### config.mk
export PLATFORM = sky130hd
export DESIGN_NAME = alu16_flags
export DESIGN_NICKNAME = d
export VERILOG_FILES = /design/src/rtl/alu16_pkg.sv /design/src/rtl/alu16_ctrl.sv /design/src/rtl/alu16_dpath.sv /design/src/rtl/alu16_flags.sv
export SDC_FILE = /design/constraint.sdc
export NUM_CORES = 1
export LEC_CHECK = 0
export CORE_AREA = 2 2 87 89
export CTS_BUF_LIST = sky130_fd_sc_hd__clkbuf_4 sky130_fd_sc_hd__clkbuf_8
export DETAILED_ROUTE_END_ITERATION = 10
export DIE_AREA = 0 0 89 91
export PLACE_DENSITY_LB_ADDON = 0.08
export SLEW_MARGIN = 25
export SYNTH_ARGS = -nofsm -noshare
export SYNTH_HDL_FRONTEND = slang
export SYNTH_SLANG_ARGS = --single-unit
### constraint.sdc
create_clock -name clk -period 3.56 [get_ports clk]
set_clock_uncertainty 0.15 [all_clocks]
set_input_delay 0.712 -clock clk [delete_from_list [all_inputs] [get_ports clk]]
set_output_delay 0.712 -clock clk [all_outputs]
set_load 0.02 [all_outputs]
### src/rtl/alu16_pkg.sv
package alu16_pkg;

  typedef enum logic [2:0] {
    OP_ADD  = 3'd0,
    OP_ADC  = 3'd1,
    OP_SUB  = 3'd2,
    OP_SBB  = 3'd3,
    OP_AND  = 3'd4,
    OP_OR   = 3'd5,
    OP_XOR  = 3'd6,
    OP_NONE = 3'd7
  } aluOp_e;

  typedef enum logic [1:0] {
    LG_AND = 2'd0,
    LG_OR  = 2'd1,
    LG_XOR = 2'd2
  } logicSel_e;

  typedef struct packed {
    logic      wrStatus;
    logic      isSub;
    logic      useCarry;
    logic      isLogic;
    logicSel_e logicSel;
    logic      tfWr;
    logic      tfVal;
    logic      ifWr;
    logic      ifVal;
    logic      dfWr;
    logic      dfVal;
  } aluCtrl_t;

  localparam int FLAG_W = 16;
  localparam int BIT_CF = 0;
  localparam int BIT_ONE = 1;
  localparam int BIT_PF = 2;
  localparam int BIT_AF = 4;
  localparam int BIT_ZF = 6;
  localparam int BIT_SF = 7;
  localparam int BIT_TF = 8;
  localparam int BIT_IF = 9;
  localparam int BIT_DF = 10;
  localparam int BIT_OF = 11;

endpackage

### src/rtl/alu16_ctrl.sv
module alu16_ctrl
  import alu16_pkg::*;
(
  input  logic       opValid,
  input  logic [2:0] opCode,
  input  logic       setTrap,
  input  logic       clrTrap,
  input  logic       setIntEn,
  input  logic       clrIntEn,
  input  logic       setDir,
  input  logic       clrDir,
  output aluCtrl_t   ctrl
);

  always_comb begin
    ctrl = '0;
    ctrl.logicSel = LG_AND;
    if (opValid) begin
      unique case (aluOp_e'(opCode))
        OP_ADD:  ctrl.wrStatus = 1'b1;
        OP_ADC:  begin ctrl.wrStatus = 1'b1; ctrl.useCarry = 1'b1; end
        OP_SUB:  begin ctrl.wrStatus = 1'b1; ctrl.isSub = 1'b1; end
        OP_SBB:  begin ctrl.wrStatus = 1'b1; ctrl.isSub = 1'b1; ctrl.useCarry = 1'b1; end
        OP_AND:  begin ctrl.wrStatus = 1'b1; ctrl.isLogic = 1'b1; ctrl.logicSel = LG_AND; end
        OP_OR:   begin ctrl.wrStatus = 1'b1; ctrl.isLogic = 1'b1; ctrl.logicSel = LG_OR; end
        OP_XOR:  begin ctrl.wrStatus = 1'b1; ctrl.isLogic = 1'b1; ctrl.logicSel = LG_XOR; end
        default: ctrl.wrStatus = 1'b0;
      endcase
    end
    // clear strobe has priority over set strobe
    ctrl.tfWr  = setTrap | clrTrap;
    ctrl.tfVal = ~clrTrap;
    ctrl.ifWr  = setIntEn | clrIntEn;
    ctrl.ifVal = ~clrIntEn;
    ctrl.dfWr  = setDir | clrDir;
    ctrl.dfVal = ~clrDir;
  end

endmodule

### src/rtl/alu16_dpath.sv
module alu16_dpath
  import alu16_pkg::*;
#(
  parameter int DATA_W = 16
) (
  input  logic              clk,
  input  logic              rstN,
  input  aluCtrl_t          ctrl,
  input  logic              byteMode,
  input  logic [DATA_W-1:0] opA,
  input  logic [DATA_W-1:0] opB,
  output logic [DATA_W-1:0] result,
  output logic [FLAG_W-1:0] flagWord,
  output logic              intEnable
);

  localparam int BYTE_W = 8;
  localparam int MSB    = DATA_W - 1;
  localparam int BMSB   = BYTE_W - 1;

  logic [DATA_W-1:0] resReg;
  logic cfReg, pfReg, afReg, zfReg, sfReg, ofReg;
  logic tfReg, ifReg, dfReg;

  logic              carryIn;
  logic [DATA_W-1:0] bEff;
  logic [DATA_W:0]   wideSum;
  logic [BYTE_W:0]   byteSum;
  logic [DATA_W-1:0] arithRes, logicRes, nextRes;
  logic              carryOut, signA, signB, signR;
  logic              nCf, nAf, nOf, nZf, nPf;

  always_comb begin
    carryIn  = ctrl.isSub ? ~(ctrl.useCarry & cfReg) : (ctrl.useCarry & cfReg);
    bEff     = ctrl.isSub ? ~opB : opB;
    wideSum  = {1'b0, opA} + {1'b0, bEff} + {{DATA_W{1'b0}}, carryIn};
    byteSum  = {1'b0, opA[BMSB:0]} + {1'b0, bEff[BMSB:0]} + {{BYTE_W{1'b0}}, carryIn};

    if (byteMode) begin
      arithRes = {{(DATA_W-BYTE_W){1'b0}}, byteSum[BMSB:0]};
      carryOut = byteSum[BYTE_W];
      signA    = opA[BMSB];
      signB    = bEff[BMSB];
    end else begin
      arithRes = wideSum[MSB:0];
      carryOut = wideSum[DATA_W];
      signA    = opA[MSB];
      signB    = bEff[MSB];
    end

    unique case (ctrl.logicSel)
      LG_OR:   logicRes = opA | opB;
      LG_XOR:  logicRes = opA ^ opB;
      default: logicRes = opA & opB;
    endcase
    if (byteMode) logicRes[MSB:BYTE_W] = '0;

    nextRes = ctrl.isLogic ? logicRes : arithRes;
    signR   = byteMode ? nextRes[BMSB] : nextRes[MSB];
    nZf     = byteMode ? (nextRes[BMSB:0] == '0) : (nextRes == '0);
    nPf     = ~^nextRes[BMSB:0];

    if (ctrl.isLogic) begin
      nCf = 1'b0;
      nAf = 1'b0;
      nOf = 1'b0;
    end else begin
      // a carry out of the top bit means no borrow when subtracting
      nCf = ctrl.isSub ? ~carryOut : carryOut;
      nAf = opA[4] ^ opB[4] ^ nextRes[4];
      nOf = (signA == signB) && (signR != signA);
    end
  end

  always_ff @(posedge clk or negedge rstN) begin
    if (!rstN) begin
      resReg <= '0;
      cfReg  <= 1'b0;
      pfReg  <= 1'b0;
      afReg  <= 1'b0;
      zfReg  <= 1'b0;
      sfReg  <= 1'b0;
      ofReg  <= 1'b0;
    end else if (ctrl.wrStatus) begin
      resReg <= nextRes;
      cfReg  <= nCf;
      pfReg  <= nPf;
      afReg  <= nAf;
      zfReg  <= nZf;
      sfReg  <= signR;
      ofReg  <= nOf;
    end
  end

  always_ff @(posedge clk or negedge rstN) begin
    if (!rstN) begin
      tfReg <= 1'b0;
      ifReg <= 1'b0;
      dfReg <= 1'b0;
    end else begin
      if (ctrl.tfWr) tfReg <= ctrl.tfVal;
      if (ctrl.ifWr) ifReg <= ctrl.ifVal;
      if (ctrl.dfWr) dfReg <= ctrl.dfVal;
    end
  end

  always_comb begin
    flagWord          = '0;
    flagWord[BIT_ONE] = 1'b1;
    flagWord[BIT_CF]  = cfReg;
    flagWord[BIT_PF]  = pfReg;
    flagWord[BIT_AF]  = afReg;
    flagWord[BIT_ZF]  = zfReg;
    flagWord[BIT_SF]  = sfReg;
    flagWord[BIT_TF]  = tfReg;
    flagWord[BIT_IF]  = ifReg;
    flagWord[BIT_DF]  = dfReg;
    flagWord[BIT_OF]  = ofReg;
  end

  assign result    = resReg;
  assign intEnable = ifReg;

endmodule

### src/rtl/alu16_flags.sv
module alu16_flags
  import alu16_pkg::*;
#(
  parameter int DATA_W = 16
) (
  input  logic              clk,
  input  logic              rstN,
  input  logic              opValid,
  input  logic [2:0]        opCode,
  input  logic              byteMode,
  input  logic [DATA_W-1:0] opA,
  input  logic [DATA_W-1:0] opB,
  input  logic              setTrap,
  input  logic              clrTrap,
  input  logic              setIntEn,
  input  logic              clrIntEn,
  input  logic              setDir,
  input  logic              clrDir,
  output logic [DATA_W-1:0] result,
  output logic [FLAG_W-1:0] flagWord,
  output logic              intEnable
);

  aluCtrl_t ctrl;

  alu16_ctrl uCtrl (
    .opValid  (opValid),
    .opCode   (opCode),
    .setTrap  (setTrap),
    .clrTrap  (clrTrap),
    .setIntEn (setIntEn),
    .clrIntEn (clrIntEn),
    .setDir   (setDir),
    .clrDir   (clrDir),
    .ctrl     (ctrl)
  );

  alu16_dpath #(.DATA_W(DATA_W)) uDpath (
    .clk       (clk),
    .rstN      (rstN),
    .ctrl      (ctrl),
    .byteMode  (byteMode),
    .opA       (opA),
    .opB       (opB),
    .result    (result),
    .flagWord  (flagWord),
    .intEnable (intEnable)
  );

endmodule

==> metrics.md <==
| Metric | Value |
|---|---|
| Status | `finished with violations` |
| Failing checks | `setup timing` |
| Synthesized area | `~3300 sq um` |
| ANT cells | `0` |
| CORE AREA | `7140 sq um` |
| Worst Hold Class | `register to register` |
| Initial antenna violation count | `0` |
| Layout cells sized above 1 | `21.8%` |
| Clock sinks | `25` |
| Vias in the first global route | `between 3k and 4k` |
| # port buffers | `70` |
| Worst EP required | `3.57 ns` |
| Synth Register Bits | `25` |
| Die ar. | `8100 sq um` |
| Cts hold-fix bufs | `0` |
| Pwr Density | `between 300 and 400 nW/um^2` |
| Crit path largest cell delay | `just over 0.4 ns` |
| Gr usage total | `around 22%` |
| Most used flip-flop cell after synthesis | `dfrtp_1` |
| Worst Path Max Fanout | `4` |
| Yosys Warn Count | `0` |
| Placed cell areas | `about 4500 sq um` |
| Gpl congestion | `between 0.8 and 0.9` |
| WP data arrival | `around 3.6 ns` |
| Top cell type's share of synthesized area | `between 20% and 30%` |
| GR Overflow Total | `0` |
| Ports | `78` |
| Sequential fraction of the synthesis area | `a little under a fifth` |
| First-pass GRT wire length | `between 10 and 15 mm` |
| Filler cells | `between 600 and 700` |
| DR iter-0 viols | `between 100 and 150` |
| # DRC | `0` |
| Wire per inst | `13.4 microns` |
| Dominant cell type by area after synthesis | `ha_1` |
| Min Clock Period, post-route | `3.56 ns` |
| Worst hold stages | `2` |
| Max_cap viols | `0` |
| Slew headroom | `approximately three fifths` |
| Chip Width | `~89 microns` |
| Final period utilization | `100%` |
| Chip Height | `91 microns` |
| Largest net degree at the start of global routing | `41` |
| Clock Latency Late Sink | `between 0.2 and 0.3 ns` |
| DRT Wirelength | `8.72 mm` |
| Drt pass-1 iters | `4` |
| Pre-CTS setup slack | `-0.787 ns` |
| Most frequent CP cell | `fa_2` |
| Crit path max-delay cell type | `fa_2` |
| Synth-to-layout area growth | `44.3%` |
| Vias | `between 3k and 4k` |
| VDD IR max | `about 150 uV` |
| Unrepaired setup endpoints after global routing | `true` |
| LEAKAGE | `~2.2 nW` |
| CTS Buffer Depth | `2` |
| Synth Instances | `419` |
| Clock Pin Slew Worst Setup and Hold Paths | `roughly 0.080 ns` |
| Crit end category | `register` |
| Max-slew violations | `0` |
| Least-Margin Pin Slew | `roughly 0.60 ns` |
| TritonCTS Buffers | `3` |
| Reg2Reg Depth | `16` |
| EDFF count, synth | `0` |
| CTS Root Cell | `clkbuf_8` |
| Syn Area/Cell | `7.82 sq um` |
| Crit-path cells | `buf_6 > nor2b_4 > nand2_2 > xnor2_2 > fa_2 > fa_2 > a21oi_4 > buf_4 > nor2b_1 > nor2_1 > xnor2_1 > a21oi_2 > ha_1 > nand4_1 > a2111oi_4 > nand4b_1 > o41ai_1` |
| # rows | `31` |
| CTS tree | `built` |
| Vias per cell | `4.99` |
| Final net count | `between 600 and 700` |
| Dpl hpwl | `between 7 and 8 mm` |
| Final Hold Viols | `0` |
| CP Class | `input port to register` |
| Antenna Nets Post-Route | `0` |
| H-tree Lvls | `1` |
| Setup WS post-layout | `-0.00200 ns` |
| Initial core utilization | `a little under half` |
| Synth top area cells | `ha_1 (20%), dfrtp_1 (19%), xnor2_1 (7.5%)` |
| Cell variety after synth | `56` |
| Startpoint Class | `input port` |
| Final setup vio count | `1` |
| Fin area | `4730 sq um` |
| Post-synthesis async set-or-reset flop share | `100%` |
| FMAX | `between 200 and 300 MHz` |
-- final timing paths --
kind                                          startpoint                       endpoint  slack [ns]
hold reg to reg            uDpath.result[11]$_DFFE_PN0P_  uDpath.result[11]$_DFFE_PN0P_        0.33
setup / recovery                               opCode[2]       uDpath.zfReg$_DFFE_PN0P_      -0.002
min in group asynchronous                           rstN   uDpath.result[1]$_DFFE_PN0P_        0.65
max in group asynchronous                           rstN  uDpath.result[14]$_DFFE_PN0P_        2.37
hold / removal             uDpath.result[11]$_DFFE_PN0P_  uDpath.result[11]$_DFFE_PN0P_        0.33
setup reg to reg                uDpath.cfReg$_DFFE_PN0P_       uDpath.zfReg$_DFFE_PN0P_        0.17
-- synth_stat cells, types with 2 or more instances --
| library cell | instances |
|---|---|
| xor2_1 | 7 |
| nor2b_1 | 5 |
| a22oi_1 | 6 |
| inv_1 | 49 |
| conb_1 | 2 |
| nand3_1 | 6 |
| a2111oi_0 | 2 |
| nand4b_1 | 3 |
| nor3_1 | 9 |
| a22o_1 | 2 |
| o21ai_0 | 24 |
| dfrtp_1 | 25 |
| a21o_1 | 5 |
| buf_4 | 17 |
| nand2b_1 | 7 |
| a21oi_1 | 34 |
| o31ai_1 | 4 |
| ha_1 | 53 |
| nand4_1 | 3 |
| a221oi_1 | 3 |
| o211ai_1 | 6 |
| a211oi_1 | 2 |
| a31oi_1 | 3 |
| fa_1 | 2 |
| nand2_1 | 43 |
| xnor2_1 | 28 |
| a21oi_2 | 2 |
| clkbuf_8 | 2 |
| clkbuf_1 | 12 |
| nor2_1 | 27 |
-- power breakdown --
| part | leakage, nW | internal, W | switching [W] |
|---|---|---|---|
| Combinational | 1.87 | 0.000496 | 0.000463 |
| Clock | 0.0255 | 0.0000781 | 0.0000836 |
| Sequential | 0.319 | 0.000339 | 0.0000291 |
| Total | 2.22 | 0.000913 | 0.000575 |
-- critical path: cells and delay by family --
kind                     cells  cell delay (ns)
buffers and inverters        2             0.24
AND/OR/NAND/NOR              6             0.62
adder cells (fa/ha/maj)      3             0.97
AO/OA/AOI/OAI                4             0.79
XOR/XNOR                     2             0.24
-- kinds of logic after synthesis --
logic type | share of synthesized area (%)
flip-flops | 19.1
other | 0.229
XOR/XNOR | 9.35
adder cells (fa/ha/maj) | 21.5
AND/OR/NAND/NOR | 16.0
AO/OA/AOI/OAI | 20.7
multiplexers | 0.992
buffers and inverters | 12.2
-- stage by stage --
step | util, % | hold slack [ns] | TNS (ns) | total power (W) | std cells
global route | 66.3 | 0.356 | -0.139 | 0.00161 | 649
CTS | 65.4 | 0.336 | -0.221 | 0.00147 | 648
global placement | 63.3 | 0.312 | -6.25 | 0.00127 | 636
floorplan | - | 0.266 | -0.238 | 0.000893 | 424
detailed placement | 63.3 | 0.317 | -7.59 | 0.00129 | 636
finish | 66.3 | 0.332 | -0.00200 | 0.00149 | 649
-- registers in the layout, indices dropped and copies added, names as in the netlist --
signal and flops:
uDpath.pfReg 1, uDpath.intEnable 1, uDpath.ofReg 1, uDpath.afReg 1
uDpath.tfReg 1, uDpath.zfReg 1, uDpath.result 16, uDpath.sfReg 1
uDpath.dfReg 1, uDpath.cfReg 1
-- layout by cell type (no fill, tap or decap), types with 4 or more instances in the layout --
cell type        Yosys  final
buf_4               17     81
clkdlybuf4s50_1      0     64
ha_1                53     52
inv_1               49     49
nand2_1             43     40
a21oi_1             34     30
xnor2_1             28     27
nor2_1              27     27
dfrtp_1             25     25
o21ai_0             24     20
nor3_1               9      8
nand2b_1             7      7
xor2_1               7      7
conb_1               2      7
buf_6                1      7
a22oi_1              6      6
o211ai_1             6      6
nand3_1              6      5
a21o_1               5      5
nor2b_1              5      4
a21oi_2              2      4
o21ai_1              1      4
o31ai_1              4      4
-- layout make-up --
cell class	instances	area, sq um	share of cell area, %
Multi-Input combinational cell	317	2390	50.5
Tap cell	99	124	2.62
Inverter	49	184	3.89
Timing Repair Buffer	155	1360	28.8
Clock buffer	3	41.3	0.873
Clock inverter	1	5.00	0.106
Sequential cell	25	626	13.2
-- what timing repair did --
| action | 4_1_cts | 5_1_grt |
|---|---|---|
| pin swaps | 15 | 9 |
| endpoints found under the setup margin | 14 | 6 |
| setup buffers | 8 | 1 |
| gates resized for setup | 37 | 10 |
-- layer usage --
layer	vias to the layer above	track usage [%]	part of all wire, %
met4	0	6.22	2.1
li1	1667	-	-
met2	75	35.9	48
met5	-	0	0
met3	10	1.00	3.9
met1	1485	30.6	46
No activity file was read; power rests on OpenSTA's default activity.
